--- src/rtl/dwr_pkg.sv ---
// Shared types and helpers for the data-window router.
// Assumes a single-cycle request interface; nothing here holds state.
package dwr_pkg;

    // Control register fields, bit 0 = fetch-map flag, bit 1 = swap flag.
    typedef struct packed {
        logic swap;
        logic fetch_map;
    } win_ctrl_t;

    // Routing decision of one access.
    typedef enum logic [1:0] {
        RT_NONE = 2'd0,
        RT_INT  = 2'd1,
        RT_EXT  = 2'd2
    } route_t;

    // Window is live only for fetch_map=0 together with swap=1.
    function automatic logic ctrl_enables(input win_ctrl_t c);
        return (!c.fetch_map) && c.swap;
    endfunction

endpackage

--- src/rtl/dwr_ctrl_reg.sv ---
// Window-control register.
// Holds the two control flags and derives the window-enable level.
// Assumes writes are single-cycle strobes; the new value is visible
// from the cycle after the write.
module dwr_ctrl_reg
    import dwr_pkg::*;
(
    input  logic       clk,
    input  logic       rst_n,
    input  logic       cfg_we,
    input  logic [1:0] cfg_wdata,
    output logic       win_en
);

    win_ctrl_t ctrl_q;

    // Capture control writes; reset clears both flags (window off).
    always_ff @(posedge clk) begin
        if (!rst_n) begin
            ctrl_q <= '0;
        end else if (cfg_we) begin
            ctrl_q <= win_ctrl_t'(cfg_wdata);
        end
    end

    // Decode the enable code from the stored flags.
    always_comb begin
        win_en = ctrl_enables(ctrl_q);
    end

endmodule

--- src/rtl/dwr_window_match.sv ---
// Address comparator for the on-chip window.
// Works out whether an address falls in the window and its offset from the
// window base. AT_TOP picks the placement at the top or the bottom of the space.
// Assumes WIN_BYTES <= 2**ADDR_W and WIN_BYTES > 1.
module dwr_window_match #(
    parameter int unsigned ADDR_W    = 16,
    parameter int unsigned WIN_BYTES = 3072,
    parameter bit          AT_TOP    = 1'b1,
    parameter int unsigned OFF_W     = $clog2(WIN_BYTES)
) (
    input  logic [ADDR_W-1:0] addr,
    output logic              hit,
    output logic [OFF_W-1:0]  offset
);

    localparam longint unsigned SPACE  = 64'd1 << ADDR_W;
    localparam longint unsigned BASE_L = AT_TOP ? (SPACE - WIN_BYTES) : 64'd0;
    localparam logic [ADDR_W-1:0] BASE = BASE_L[ADDR_W-1:0];
    localparam logic [ADDR_W-1:0] LIMIT = ADDR_W'(WIN_BYTES - 1);

    generate
        if (AT_TOP) begin : g_top
            // Top placement: window runs from BASE to the last address.
            always_comb begin
                hit    = (addr >= BASE);
                offset = OFF_W'(addr - BASE);
            end
        end else begin : g_bottom
            // Bottom placement: window runs from 0 to LIMIT.
            always_comb begin
                hit    = (addr <= LIMIT);
                offset = OFF_W'(addr);
            end
        end
    endgenerate

endmodule

--- src/rtl/dwr_route_stage.sv ---
// Routing register stage.
// Sends each requested access to the on-chip side or the external side and
// registers the result, so outputs appear one cycle after the request.
// Assumes win_en reflects the control register as it was before this cycle's write.
module dwr_route_stage
    import dwr_pkg::*;
#(
    parameter int unsigned ADDR_W = 16,
    parameter int unsigned OFF_W  = 12
) (
    input  logic              clk,
    input  logic              rst_n,
    input  logic              acc_valid,
    input  logic              acc_write,
    input  logic [ADDR_W-1:0] acc_addr,
    input  logic              win_en,
    input  logic              hit,
    input  logic [OFF_W-1:0]  offset,
    output logic              int_sel,
    output logic              int_wr,
    output logic [OFF_W-1:0]  int_offset,
    output logic              ext_req,
    output logic              ext_wr,
    output logic [ADDR_W-1:0] ext_addr
);

    route_t route_d;

    // Pick a side for the current request.
    always_comb begin
        if (!acc_valid) begin
            route_d = RT_NONE;
        end else if (win_en && hit) begin
            route_d = RT_INT;
        end else begin
            route_d = RT_EXT;
        end
    end

    // Register the chosen side; each side sees zeros when not chosen.
    always_ff @(posedge clk) begin
        if (!rst_n) begin
            int_sel    <= 1'b0;
            int_wr     <= 1'b0;
            int_offset <= '0;
            ext_req    <= 1'b0;
            ext_wr     <= 1'b0;
            ext_addr   <= '0;
        end else begin
            int_sel    <= (route_d == RT_INT);
            int_wr     <= (route_d == RT_INT) && acc_write;
            int_offset <= (route_d == RT_INT) ? offset : '0;
            ext_req    <= (route_d == RT_EXT);
            ext_wr     <= (route_d == RT_EXT) && acc_write;
            ext_addr   <= (route_d == RT_EXT) ? acc_addr : '0;
        end
    end

endmodule

--- src/rtl/dmem_window_router.sv ---
// Top of the data-window router.
// Splits data accesses between an overlapping on-chip RAM window and the
// external bus under control of a software-written two-flag register.
// Assumes one access request per cycle at most; no back-pressure.
module dmem_window_router #(
    parameter int unsigned ADDR_W     = 16,
    parameter int unsigned WIN_BYTES  = 3072,
    parameter bit          WIN_AT_TOP = 1'b1,
    localparam int unsigned OFF_W     = $clog2(WIN_BYTES)
) (
    input  logic              clk,
    input  logic              rst_n,
    input  logic              acc_valid,
    input  logic              acc_write,
    input  logic [ADDR_W-1:0] acc_addr,
    input  logic              cfg_we,
    input  logic [1:0]        cfg_wdata,
    output logic              int_sel,
    output logic              int_wr,
    output logic [OFF_W-1:0]  int_offset,
    output logic              ext_req,
    output logic              ext_wr,
    output logic [ADDR_W-1:0] ext_addr
);

    logic             win_en;
    logic             hit;
    logic [OFF_W-1:0] offset;

    dwr_ctrl_reg u_ctrl (
        .clk       (clk),
        .rst_n     (rst_n),
        .cfg_we    (cfg_we),
        .cfg_wdata (cfg_wdata),
        .win_en    (win_en)
    );

    dwr_window_match #(
        .ADDR_W    (ADDR_W),
        .WIN_BYTES (WIN_BYTES),
        .AT_TOP    (WIN_AT_TOP),
        .OFF_W     (OFF_W)
    ) u_match (
        .addr   (acc_addr),
        .hit    (hit),
        .offset (offset)
    );

    dwr_route_stage #(
        .ADDR_W (ADDR_W),
        .OFF_W  (OFF_W)
    ) u_route (
        .clk        (clk),
        .rst_n      (rst_n),
        .acc_valid  (acc_valid),
        .acc_write  (acc_write),
        .acc_addr   (acc_addr),
        .win_en     (win_en),
        .hit        (hit),
        .offset     (offset),
        .int_sel    (int_sel),
        .int_wr     (int_wr),
        .int_offset (int_offset),
        .ext_req    (ext_req),
        .ext_wr     (ext_wr),
        .ext_addr   (ext_addr)
    );

endmodule

--- config.mk ---
export PLATFORM = sky130hd
export DESIGN_NAME = dmem_window_router
export DESIGN_NICKNAME = d
export VERILOG_FILES = /design/src/rtl/dwr_pkg.sv /design/src/rtl/dwr_ctrl_reg.sv /design/src/rtl/dwr_window_match.sv /design/src/rtl/dwr_route_stage.sv /design/src/rtl/dmem_window_router.sv
export SDC_FILE = /design/constraint.sdc
export NUM_CORES = 1
export LEC_CHECK = 0
export CAP_MARGIN = 40
export CORE_ASPECT_RATIO = 1.1
export CORE_MARGIN = 10
export CORE_UTILIZATION = 40
export DETAILED_ROUTE_END_ITERATION = 10
export PLACE_DENSITY = 0.78
export SYNTH_ARGS = -nofsm -noshare
export SYNTH_HDL_FRONTEND = slang
export SYNTH_SLANG_ARGS = --single-unit
--- constraint.sdc ---
create_clock -name clk -period 1.8 [get_ports clk]
set_input_delay 0.18 -clock clk [delete_from_list [all_inputs] [get_ports clk]]
set_output_delay 0.18 -clock clk [all_outputs]
set_load 0.02 [all_outputs]
## Word-level counts from Yosys, hierarchy flattened

Index checks and enable logic that the tools add are counted.

| cells by class | value |
|---|---|
| add/subtract/negate cells | 1 |
| order comparisons | 1 |
| eq/ne operators | 2 |
| multiplexer cells | 2 |
| reduce and logical (&&, ||, !) cells | 7 |

Operators with widths:

| cell | count |
|---|---|
| 16-bit >= comparator (second input constant) | 1 |
| 12-bit by 11-bit subtractor with 12-bit output (second input constant) | 1 |
| 1-bit logical AND | 4 |
| 2-bit two-way mux | 2 |
| 2-bit AND reduction | 2 |
| 2-bit by 1-bit == test with 1-bit output (second input constant) | 1 |
| 2-bit == test (second input constant) | 1 |
| 1-bit zero test | 1 |

| word-level totals | value |
|---|---|
| flip-flop bits (word level) | 34 |
| input bits | 23 |
| output and inout bits | 32 |
| logic and storage cells | 21 |

## Longest topological paths before layout

| logic depth | value |
|---|---|
| depth after elaboration | 7 |
| mapped depth | 6 |
| gate-level depth less buffers | 5 |

## Hierarchy

Synthesis repeated with hierarchy kept, for this count alone.

| unflattened totals | value |
|---|---|
| cells, all modules | 98 |
| area, all modules | 1209.9 um^2 |

Modules (own cells, without submodules):

| module | times used | cells each | area each (um^2) | sequential area each (um^2) |
|---|---|---|---|---|
| dwr_route_stage | 1 | 70 | 970.9 | 640.6 |
| dwr_window_match | 1 | 21 | 160.2 | 0.0 |
| dwr_ctrl_reg | 1 | 7 | 78.8 | 40.0 |

## Worst setup path before layout

No wires, ideal clock.

| path | value |
|---|---|
| path kind | input -> register |
| start | input port acc_addr[11] |
| end | register u_route.int_offset[4] |
| data arrival time | 1.429 ns |
| required time | 1.727 ns |
| slack | 0.298 ns |
| cell stages on the path | 6 |
| buffers on the path | 1 |
| path through | inv_1 > ha_1 > or3b_2 > o31a_1 > buf_6 > nor3_2 |

| between the ends | value |
|---|---|
| word-level cells in the longest chain between the ends | 6 |

Ends and longest elaborated chain:

| item | line | RTL |
|---|---|---|
| start, declared | dmem_window_router.sv:15 | `input logic [ADDR_W-1:0] acc_addr,` |
| 16-bit >= comparator | dwr_window_match.sv:25 | `hit = (addr >= BASE);` |
| 1-bit logical AND | dwr_route_stage.sv:33 | `end else if (win_en && hit) begin` |
| 2-bit two-way mux | dwr_route_stage.sv:33 |  |
| 2-bit two-way mux | dwr_route_stage.sv:31 | `if (!acc_valid) begin` |
| 2-bit by 1-bit == test with 1-bit output | dwr_route_stage.sv:52 | `int_offset <= (route_d == RT_INT) ? offset : '0;` |
| 2-bit AND reduction (no line) | -- |  |
| end signal, assigned | dwr_route_stage.sv:52 |  |
| end, declared | dwr_route_stage.sv:21 | `output logic [OFF_W-1:0] int_offset,` |

Every way passes these cells.
A chain may end at the register's enable or synchronous reset.

## Final worst setup path

| path | value |
|---|---|
| start | input port acc_addr[10] |
| end | register u_route.int_offset[0] |

The elaborated chain is that of the path after synthesis.

==> results.yml <==
run_status:
  outcome: "complete, no violations"
setup_path:
  crit_family: "buffers and inverters"
  reg2regPathDepth: 3
  r2r-start: "u_ctrl.ctrl_q[0]"
  endpoint_kind: "flop"
  cpMaxStageDelayCell: "clkdlybuf4s50_1"
  path_cells: "clkdlybuf4s50_1 > ha_1 > or3b_2 > o31a_1 > buf_12 > nor3_1"
  required_ns: 2.05
  crit_arrival_ns: 1.97
  r2r-end: "u_route.int_offset[0]"
  cp_max_fo: 13
  cpPeakStageDelay_ns: 0.53
  path_class: "input port to flop"
  regToRegSetupSlack_ns: 0.29
  crit_buf_inv: 2
  cp-start-kind: "input port"
floorplan:
  start_util: 0.419
  fp.dieH_um: 76.8
  core_um2: 2800
  ios: 55
  fp.dieW_um: 71.6
  row_count: 20
  die_area_um2: 5500
clock_network:
  clk_pin_slew_worst_paths_ns: 0.10
  clk_path_buf_depth: 2
  cts.sinks: 34
  postCtsSetupBuffers: 0
  h-tree-depth: 2
  cts_hold_buf: 0
  cts-root-buf: "clkbuf_4"
  cts_buffers: 5
  cts_tree: "yes"
  cts_resized: 0
  clock_latency_ns: 0.34
timing:
  setup_viol: 0
  tightest_slew_ns: 0.293
  min_period_ns: 1.72
  fin_crit_sh: 0.956
  hold_viol_final: 0
  slew_viol_final: 0
  fmax_mhz: 581
  relSlewSlack: 0.803
  finClkSkew_ns: 0.00521
  rsz0062_at_grt: "no"
yosys:
  netlist_instances: 103
  synth_xor_area_frac: 0
  synthesis.area_um2: 1170
  synth_mux_area_frac: 0.0171
  synth-seq-cells: 34
  synth-main-ff-cell: "dfxtp_1"
  syn_nets: 128
  synth.yosys.seq_area_share: 0.580
  synth_edf_count: 0
  yosys.area_share.simple: 0.171
  synthAdderAreaFrac: 0.0213
  ys_warn_count: 0
  syn_avg_cell_area_um2: 11.4
  async_flop_share: 0
  synth_top_family_by_area: "simple AND/OR/NAND/NOR gates"
  synth_cell_types: 24
  synth_compound_area_frac: 0.136
finish:
  regArea_um2: 681
  fillers: 234
  multi_input_area_um2: 405
  syn_to_final_growth_pct: 63.6
  final_nets: 198
  num_antenna_cells: 0
  fin_util: 0.685
  final_common_cell: "clkdlybuf4s50_1"
  mostFrequentLayoutCells: "clkdlybuf4s50_1, dfxtp_1, inv_1, a211oi_1, buf_4"
  drive_gt1_frac: 0.213
pwr:
  power_mw: 1.47
  power.density_nw_per_um2: 768
  seq_power_share: 0.527
  p_sw_mw: 0.332
  pwr-share-comb: 0.129
  power.leakage_nw: 0.774
  intPower_mw: 1.14
  pwr-share-clk: 0.343
  swShare: 0.225
  ir_drop_v: 0.000627
grt:
  grt-ovfl-total: 0
  grt_pass1_wl_mm: 5.02
  grt_pass1_vias: 1063
  antenna_found_initial: 0
  grt_max_degree: 18
  grtUsageTotal: 0.115
drt:
  drt-initial-drc-count: 30
  wl_per_cell_um: 14.8
  first_pass_iters: 4
  viasPerCell: 4.89
  totalWireLength_mm: 3.06
  drc_errors: 0
  postRouteAntennaNets: 0
  vias: 1013
min_path:
  hp-class: "input port to flop"
  worstHoldStart: "acc_addr[13]"
  holdPathStages: 3
  worstHoldEndpoint: "u_route.ext_addr[13]"
placement:
  globalplace.congestion: 0.775
  numPortBuffers: 54
  hpwl_mm: 2.49
run:
  maxCapViolations: 0
[routing by layer]
metal	track usage	vias to the layer above	wire, um
li1	-	500	-
met1	0.111	473	1100
met2	0.187	31	1600
met3	0.0592	9	281
met4	0.0756	0	83
met5	0	-	0
[how the worst max path moves through the flow]
stage,startpoint,endpoint,slack (ns),cells past startpoint
after floorplan,acc_addr[11],u_route.int_offset[4],0.30,6
after global placement,acc_addr[10],u_route.int_offset[0],-0.27,6
after detailed placement,acc_addr[10],u_route.ext_addr[15],-0.33,6
after CTS,acc_addr[10],u_route.ext_addr[15],0.02,6
after global routing,acc_addr[10],u_route.int_offset[0],0.03,6
final,acc_addr[10],u_route.int_offset[0],0.08,6
[synth_stat cells, types with 2 or more instances]
master,instances,share of area
a211oi_1,16,0.10
a21oi_1,2,0.0085
clkbuf_1,2,0.0064
dfxtp_1,34,0.58
ha_1,2,0.021
inv_1,16,0.051
mux2i_1,2,0.017
nor2b_1,2,0.011
nor3_1,3,0.013
nor3_2,9,0.077
or4_4,2,0.019
[cells by family after synthesis]
group           count (synthesis)
mux                             2
flops                          34
simple gates                   24
buf+inv                        21
fa+ha+maj                       2
compound gates                 20
[state kept, by name (all words and copies together) (netlist names)]
| signal | flops |
|---|---|
| u_route.ext_addr | 16 |
| u_route.int_offset | 12 |
| u_ctrl.ctrl_q | 2 |
| u_route.ext_req | 1 |
| u_route.ext_wr | 1 |
| u_route.int_sel | 1 |
| u_route.int_wr | 1 |
[through the flow]
stage | setup TNS (ns) | cells | setup WS, ns | hold slack [ns] | instance area (um2)
after floorplan | 0 | 103 | 0.298 | 0.250 | 1170
final | 0 | 207 | 0.0790 | 0.399 | 1920
after CTS | 0 | 206 | 0.0236 | 0.392 | 1910
after detailed placement | -4.78 | 198 | -0.329 | 0.524 | 1830
after global routing | 0 | 207 | 0.0333 | 0.398 | 1920
after global placement | -3.83 | 198 | -0.265 | 0.524 | 1830
[power by group through the flow]
stage | Sequential [mW] | Combinational, mW | Clock, mW
floorplan | 0.816 | 0.0540 | 0
global placement | 0.795 | 0.187 | 0
detailed placement | 0.795 | 0.191 | 0
CTS | 0.778 | 0.192 | 0.516
global route | 0.780 | 0.206 | 0.546
finish | 0.778 | 0.191 | 0.506
[worst min-delay path, cell delays in order]
cell and delay, ns:
clkdlybuf4s50_1 0.42, inv_1 0.06, a211oi_1 0.04
[cell type report]
class                   instances  area share
well taps                      33      0.0215
inverters                      17      0.0332
flip-flops and latches         34       0.354
multi-input cells              48       0.211
repair buffers                 67       0.339
clock buffers                   8      0.0410
Note: power is estimated with default switching activity, not from simulation.
